<file path="src/rtl/seg_scan_pkg.sv">
package seg_scan_pkg;

    // Sequencer states
    typedef enum logic [1:0] {
        ST_BLANK = 2'd0,
        ST_GAP   = 2'd1,
        ST_SHOW  = 2'd2
    } scan_state_e;

    // Scan method
    typedef enum logic {
        SCAN_DIGIT   = 1'b0,
        SCAN_SEGMENT = 1'b1
    } scan_mode_e;

endpackage

</file>
<file path="src/rtl/scan_prescaler.sv">
module scan_prescaler
    import seg_scan_pkg::*;
#(
    parameter int unsigned DIV_DIGIT = 500000,
    parameter int unsigned DIV_SEG   = 250000,
    parameter bit          POW2      = 1'b0,
    parameter int unsigned POW2_BITS = 19
) (
    input  logic       clk,
    input  logic       rst,
    input  scan_mode_e mode,
    output logic       tick
);

    if (DIV_DIGIT < 2 || DIV_SEG < 2 || POW2_BITS < 2) begin : g_bad_cfg
        $error("scan_prescaler: periods must be at least two clocks");
    end

    if (!POW2) begin : g_exact
        localparam int unsigned TOP = (DIV_DIGIT > DIV_SEG) ? DIV_DIGIT : DIV_SEG;
        localparam int unsigned CW  = $clog2(TOP);
        localparam logic [CW-1:0] LAST_D = CW'(DIV_DIGIT - 1);
        localparam logic [CW-1:0] LAST_S = CW'(DIV_SEG - 1);

        logic [CW-1:0] cnt;
        logic [CW-1:0] last;
        logic          at_end;

        // ">=" keeps the counter in range when the mode shortens the period
        always_comb begin
            last   = (mode == SCAN_SEGMENT) ? LAST_S : LAST_D;
            at_end = (cnt >= last);
        end

        always_ff @(posedge clk) begin
            if (rst) begin
                cnt  <= '0;
                tick <= 1'b0;
            end else begin
                cnt  <= at_end ? '0 : cnt + 1'b1;
                tick <= at_end;
            end
        end
    end else begin : g_pow2
        logic [POW2_BITS-1:0] cnt;
        logic                 at_end;

        // Segment scan halves the period by ignoring the top bit
        always_comb begin
            if (mode == SCAN_SEGMENT) at_end = &cnt[POW2_BITS-2:0];
            else                      at_end = &cnt;
        end

        always_ff @(posedge clk) begin
            if (rst) begin
                cnt  <= '0;
                tick <= 1'b0;
            end else begin
                cnt  <= cnt + 1'b1;
                tick <= at_end;
            end
        end
    end

endmodule

</file>
<file path="src/rtl/code_bank.sv">
module code_bank #(
    parameter int unsigned NUM_DIGITS = 4,
    parameter int unsigned SEG_W      = 8
) (
    input  logic                                  clk,
    input  logic                                  rst,
    input  logic                                  wr_en,
    input  logic [$clog2(NUM_DIGITS)-1:0]         wr_addr,
    input  logic [SEG_W-1:0]                      wr_data,
    input  logic                                  load,
    output logic [NUM_DIGITS-1:0][SEG_W-1:0]      active
);

    localparam int unsigned AW = $clog2(NUM_DIGITS);

    logic [NUM_DIGITS-1:0][SEG_W-1:0] pending;

    for (genvar d = 0; d < NUM_DIGITS; d++) begin : g_digit
        // Write side: holds the newest pattern for this digit
        always_ff @(posedge clk) begin
            if (rst)                                  pending[d] <= '0;
            else if (wr_en && wr_addr == AW'(d))      pending[d] <= wr_data;
        end

        // Display side: copied only at a phase boundary
        always_ff @(posedge clk) begin
            if (rst)       active[d] <= '0;
            else if (load) active[d] <= pending[d];
        end
    end

endmodule

</file>
<file path="src/rtl/scan_fsm.sv">
module scan_fsm
    import seg_scan_pkg::*;
#(
    parameter int unsigned NUM_DIGITS = 4,
    parameter int unsigned SEG_W      = 8,
    parameter int unsigned PH_W       = 3
) (
    input  logic                             clk,
    input  logic                             rst,
    input  logic                             tick,
    input  scan_mode_e                       mode_in,
    input  logic [NUM_DIGITS-1:0][SEG_W-1:0] codes,
    output scan_state_e                      state,
    output logic [PH_W-1:0]                  phase,
    output scan_mode_e                       mode_q,
    output logic [NUM_DIGITS-1:0]            en_act,
    output logic [SEG_W-1:0]                 seg_act
);

    localparam logic [PH_W-1:0] LAST_DIG = PH_W'(NUM_DIGITS - 1);
    localparam logic [PH_W-1:0] LAST_SEG = PH_W'(SEG_W - 1);

    scan_state_e     state_d;
    logic [PH_W-1:0] phase_d;
    scan_mode_e      mode_d;
    logic [PH_W-1:0] last_ph;

    // State register
    always_ff @(posedge clk) begin
        if (rst) begin
            state  <= ST_BLANK;
            phase  <= '0;
            mode_q <= SCAN_DIGIT;
        end else begin
            state  <= state_d;
            phase  <= phase_d;
            mode_q <= mode_d;
        end
    end

    // Next state
    always_comb begin
        last_ph = (mode_q == SCAN_SEGMENT) ? LAST_SEG : LAST_DIG;
        state_d = state;
        phase_d = phase;
        mode_d  = mode_q;
        unique case (state)
            ST_BLANK: begin
                if (tick) begin
                    state_d = ST_GAP;
                    phase_d = '0;
                    mode_d  = mode_in;
                end
            end
            ST_GAP: begin
                state_d = ST_SHOW;
            end
            ST_SHOW: begin
                if (tick) begin
                    state_d = ST_GAP;
                    if (mode_in != mode_q) begin
                        phase_d = '0;
                        mode_d  = mode_in;
                    end else if (phase == last_ph) begin
                        phase_d = '0;
                    end else begin
                        phase_d = phase + 1'b1;
                    end
                end
            end
            default: begin
                state_d = ST_BLANK;
            end
        endcase
    end

    // Outputs (logical "on" levels)
    always_comb begin
        en_act  = '0;
        seg_act = '0;
        if (state == ST_SHOW) begin
            if (mode_q == SCAN_DIGIT) begin
                for (int d = 0; d < NUM_DIGITS; d++) begin
                    if (phase == PH_W'(d)) begin
                        en_act[d] = 1'b1;
                        seg_act   = codes[d];
                    end
                end
            end else begin
                for (int s = 0; s < SEG_W; s++) begin
                    if (phase == PH_W'(s)) begin
                        seg_act[s] = 1'b1;
                        for (int d = 0; d < NUM_DIGITS; d++) begin
                            en_act[d] = codes[d][s];
                        end
                    end
                end
            end
        end
    end

endmodule

</file>
<file path="src/rtl/seg_scan_ctrl.sv">
module seg_scan_ctrl
    import seg_scan_pkg::*;
#(
    parameter int unsigned NUM_DIGITS     = 4,
    parameter int unsigned SEG_W          = 8,
    parameter int unsigned DIV_DIGIT      = 500000,
    parameter int unsigned DIV_SEG        = 250000,
    parameter bit          POW2           = 1'b0,
    parameter int unsigned POW2_BITS      = 19,
    parameter bit          DIG_ACTIVE_LOW = 1'b1,
    parameter bit          SEG_ACTIVE_LOW = 1'b1
) (
    input  logic                          clk,
    input  logic                          rst,
    input  logic                          scan_mode,
    input  logic                          wr_en,
    input  logic [$clog2(NUM_DIGITS)-1:0] wr_addr,
    input  logic [SEG_W-1:0]              wr_data,
    output logic [NUM_DIGITS-1:0]         digit_en,
    output logic [SEG_W-1:0]              seg_line,
    output logic                          scan_tick
);

    localparam int unsigned PHASES = (NUM_DIGITS > SEG_W) ? NUM_DIGITS : SEG_W;
    localparam int unsigned PH_W   = $clog2(PHASES);

    scan_mode_e                       mode_sel;
    scan_state_e                      fsm_state;
    logic [PH_W-1:0]                  fsm_phase;
    scan_mode_e                       fsm_mode;
    logic [NUM_DIGITS-1:0][SEG_W-1:0] act_codes;
    logic [NUM_DIGITS-1:0]            en_act;
    logic [SEG_W-1:0]                 seg_act;

    assign mode_sel = scan_mode_e'(scan_mode);

    scan_prescaler #(
        .DIV_DIGIT (DIV_DIGIT),
        .DIV_SEG   (DIV_SEG),
        .POW2      (POW2),
        .POW2_BITS (POW2_BITS)
    ) u_presc (
        .clk  (clk),
        .rst  (rst),
        .mode (mode_sel),
        .tick (scan_tick)
    );

    code_bank #(
        .NUM_DIGITS (NUM_DIGITS),
        .SEG_W      (SEG_W)
    ) u_bank (
        .clk     (clk),
        .rst     (rst),
        .wr_en   (wr_en),
        .wr_addr (wr_addr),
        .wr_data (wr_data),
        .load    (scan_tick),
        .active  (act_codes)
    );

    scan_fsm #(
        .NUM_DIGITS (NUM_DIGITS),
        .SEG_W      (SEG_W),
        .PH_W       (PH_W)
    ) u_fsm (
        .clk     (clk),
        .rst     (rst),
        .tick    (scan_tick),
        .mode_in (mode_sel),
        .codes   (act_codes),
        .state   (fsm_state),
        .phase   (fsm_phase),
        .mode_q  (fsm_mode),
        .en_act  (en_act),
        .seg_act (seg_act)
    );

    if (DIG_ACTIVE_LOW) begin : g_dig_low
        assign digit_en = ~en_act;
    end else begin : g_dig_high
        assign digit_en = en_act;
    end

    if (SEG_ACTIVE_LOW) begin : g_seg_low
        assign seg_line = ~seg_act;
    end else begin : g_seg_high
        assign seg_line = seg_act;
    end

endmodule

</file>
<file path="config.mk">
export PLATFORM = sky130hd
export DESIGN_NAME = seg_scan_ctrl
export DESIGN_NICKNAME = d
export VERILOG_FILES = /design/src/rtl/seg_scan_pkg.sv /design/src/rtl/scan_prescaler.sv /design/src/rtl/code_bank.sv /design/src/rtl/scan_fsm.sv /design/src/rtl/seg_scan_ctrl.sv
export SDC_FILE = /design/constraint.sdc
export NUM_CORES = 1
export LEC_CHECK = 0
export BUFFER_PORTS_ARGS = -buffer_cell sky130_fd_sc_hd__buf_2
export CAP_MARGIN = 20
export CORE_MARGIN = 8
export CORE_UTILIZATION = 55
export DETAILED_ROUTE_END_ITERATION = 8
export PLACE_DENSITY = 0.73
export REMOVE_ABC_BUFFERS = 1
export SETUP_SLACK_MARGIN = 0.2
export SLEW_MARGIN = 20
export SYNTH_ARGS = -nofsm -noshare
export SYNTH_HDL_FRONTEND = slang
export SYNTH_SLANG_ARGS = --single-unit
export TNS_END_PERCENT = 1
</file>
<file path="constraint.sdc">
create_clock -name clk -period 4.1 [get_ports clk]
set_input_delay 0.82 -clock clk [delete_from_list [all_inputs] [get_ports clk]]
set_output_delay 0.82 -clock clk [all_outputs]
set_load 0.02 [all_outputs]
</file>
==> results.txt <==
status: completed
Total Power: 1.50 mW
FF/Latch Area: 1800 um2
core area: 7770 um2
largest net degree at the start of global routing: 52
Worst Setup End Kind: output pin
Worst Setup Start Kind: flop
first-pass GRT wire length: 17100 um
Initial Util: 57.2%
clk sinks: 90
via count: 3674
share of power burned in registers: 59.5%
Sw Pwr: 0.342 mW
residual DRC count: 0
io pins: 27
initial antenna violation count: 0
Post-synth EDFFs: 0
worst hold slack: 0.486 ns
CTS tree: built
cell area after layout: 4790 um2
PwrDens: 314 nW/um2
routability cong.: 0.908
Slew @ Worst Pin: 1.11 ns
GRT Total Usage: 18.4%
DP Area: 4610 um2
Synth async-reset ratio: 0%
CTS buffer count: 9
RSZ-0062 raised after global routing: false
I/O Buffers: 26
hpwl dp: 7130 um
number of global-route vias before repair: 3556
Leak: 1.78 nW
Synth cell types: 50
area delta synth->final: 7.72%
Fin. Hold Viols: 0
max-cap violations: 0
via/cell ratio: 5.97
internal power: 1.16 mW
fin crit share: 91.1%
Clock Tree Buf Depth: 2
clock latency on the worst-skew pair: 0.35 ns
Rows: 32
Sw Ratio: 22.7%
crit path DAT: 2.92 ns
Slew Limit Fails: 0
Syn Area/Cell: 8.85 um2
Wirelength per Cell: 16.7 um
crit-path max FO: 16
ys flop type: dfxtp_1
htree depth: 3
crit path kind: reg -> out
Setup violations, final: 0
Clk pin slew, worst setup/hold paths: 0.09 ns
Peak VDD IR: 0.000198 V
WL final: 10300 um
layout cell share with drive strength beyond 1: 10.9%
fin nets: 537
Max-slew headroom: 25.5%
Tmin final: 3.74 ns
ant diodes: 0
sequential cell area fraction in the yosys report: 40.6%
skew final: 0.0119 ns
Setup Fix Bufs, Post-CTS: 0
Ys Warns: 0
Chip Width: 106 um
initial DRC count: 202
# fillers: 685
Logic pwr share: 4.4%
Synth Instances: 502
TNS Setup: 0 ns
FF+latch count, synth: 90
gr ovfl total: 0
Clock power frac: 36.1%
HP Class: reg -> reg
Final ANT Viol Nets: 0
FMAX: 268 MHz
die area: 11200 um2
CTS root buf: clkbuf_8
post-CTS sizing: 0
Critical Path RT: 3.28 ns
Pre-antenna DRT Iters: 5
multi-input logic area: 2460 um2
Cell Area, Synth: 4440 um2
Die Ht: 106 um
# hold bufs at CTS: 0
[power groups by stage]
| stage | Combinational [mW] | Clock [mW] | Sequential (mW) |
|---|---|---|---|
| 6_report | 0.0659 | 0.542 | 0.894 |
| 5_1_grt | 0.0741 | 0.594 | 0.896 |
| 4_1_cts | 0.0668 | 0.558 | 0.894 |
| 3_5_place_dp | 0.0666 | 0 | 0.915 |
| 3_3_place_gp | 0.0642 | 0 | 0.914 |
| 2_1_floorplan | 0.0323 | 0 | 0.913 |
[worst paths after layout]
kind                                              from                     end  slack (ns)  depth (start not counted)
worst max-delay path                    u_fsm.phase[2]             digit_en[0]        0.36                          8
worst min-delay path            u_presc.g_exact.cnt[0]  u_presc.g_exact.cnt[0]        0.49                          1
worst max register to register            u_fsm.mode_q          u_fsm.phase[0]        1.92                          4
worst min register to register  u_presc.g_exact.cnt[0]  u_presc.g_exact.cnt[0]        0.49                          1
[metal layers]
layer	part of all wire, %	vias up	GRT usage (%)
li1	-	1808	-
met1	44	1748	23.2
met2	48	101	30.4
met3	5.9	17	4.32
met4	1.9	0	5.83
met5	0	-	0
[cell type report]
type | count | area share [%]
multi-input combinational | 363 | 51.4
sequential | 90 | 37.7
timing repair buffer | 30 | 3.35
clock buffer | 11 | 3.16
tap | 102 | 2.67
inverter | 15 | 1.18
clock inverter | 4 | 0.575
[per-stage QoR]
| stage | instances | utilization [%] | worst slack, ns |
|---|---|---|---|
| floorplan | 468 | - | 1.20 |
| global placement | 600 | 59.3 | 0.937 |
| detailed placement | 600 | 59.3 | 0.867 |
| CTS | 615 | 61.6 | 0.478 |
| global route | 615 | 61.6 | 0.232 |
| finish | 615 | 61.6 | 0.363 |
[synth_stat cells (7+ instances only)]
| library cell | n | share of area, % |
|---|---|---|
| dfxtp_1 | 90 | 41 |
| clkbuf_1 | 30 | 2.5 |
| mux2i_1 | 64 | 14 |
| nor2_1 | 82 | 6.9 |
| inv_1 | 14 | 1.2 |
| a211oi_1 | 18 | 3.0 |
| o21ai_0 | 22 | 2.5 |
| xnor2_1 | 14 | 2.8 |
| o211ai_1 | 7 | 1.2 |
| ha_1 | 14 | 3.9 |
| a21oi_1 | 21 | 2.4 |
| nand3_1 | 11 | 1.2 |
| nand2_1 | 33 | 2.8 |
[registers in the layout, indices dropped and copies added (netlist names)]
name                 cells
u_fsm.mode_q             1
u_fsm.phase              3
u_presc.g_exact.cnt     19
u_fsm.state              2
u_presc.tick             1
u_bank.pending          32
u_bank.active           32
[worst max-delay path: stages (launching register included)]
cell and delay (ns):
dfxtp_1 0.31, buf_4 0.19, clkinv_1 0.22, ha_1 0.45, nor2_1 0.56, o21ai_0 0.24, o221ai_1 0.27, a32oi_1 0.13
buf_2 0.18
[kinds of logic after synthesis]
family | count (synthesis) | synth area share [%]
compound gates | 104 | 16.3
xor+xnor | 16 | 3.15
fa+ha+maj | 14 | 3.94
buf+inv | 49 | 4.20
flops | 90 | 40.6
mux | 64 | 14.4
simple gates | 165 | 17.4
[cell usage in the layout (no fill, tap or decap), types with 3 or more instances in the layout]
master      Yosys  layout
nor4_1          4       4
nand4_1         3       3
a211oi_1       18      18
buf_2           2      26
o21ai_0        22      22
buf_4           0       4
a221oi_1        5       5
a221o_1         5       5
ha_1           14      14
a32oi_1         4       4
nand3_1        11      11
nand2b_1        4       4
o211ai_1        7       7
a21oi_1        21      21
nand2_1        33      33
mux2i_1        64      64
clkbuf_8        0      11
xnor2_1        14      14
o221ai_1        3       3
inv_1          14      14
nor2b_1         4       4
dfxtp_1        90      89
a31oi_1         3       3
clkinvlp_4      0       3
and3_1          5       5
nor2_1         82      82
nand3b_1        4       4
No activity file was read; power rests on OpenSTA's default activity.
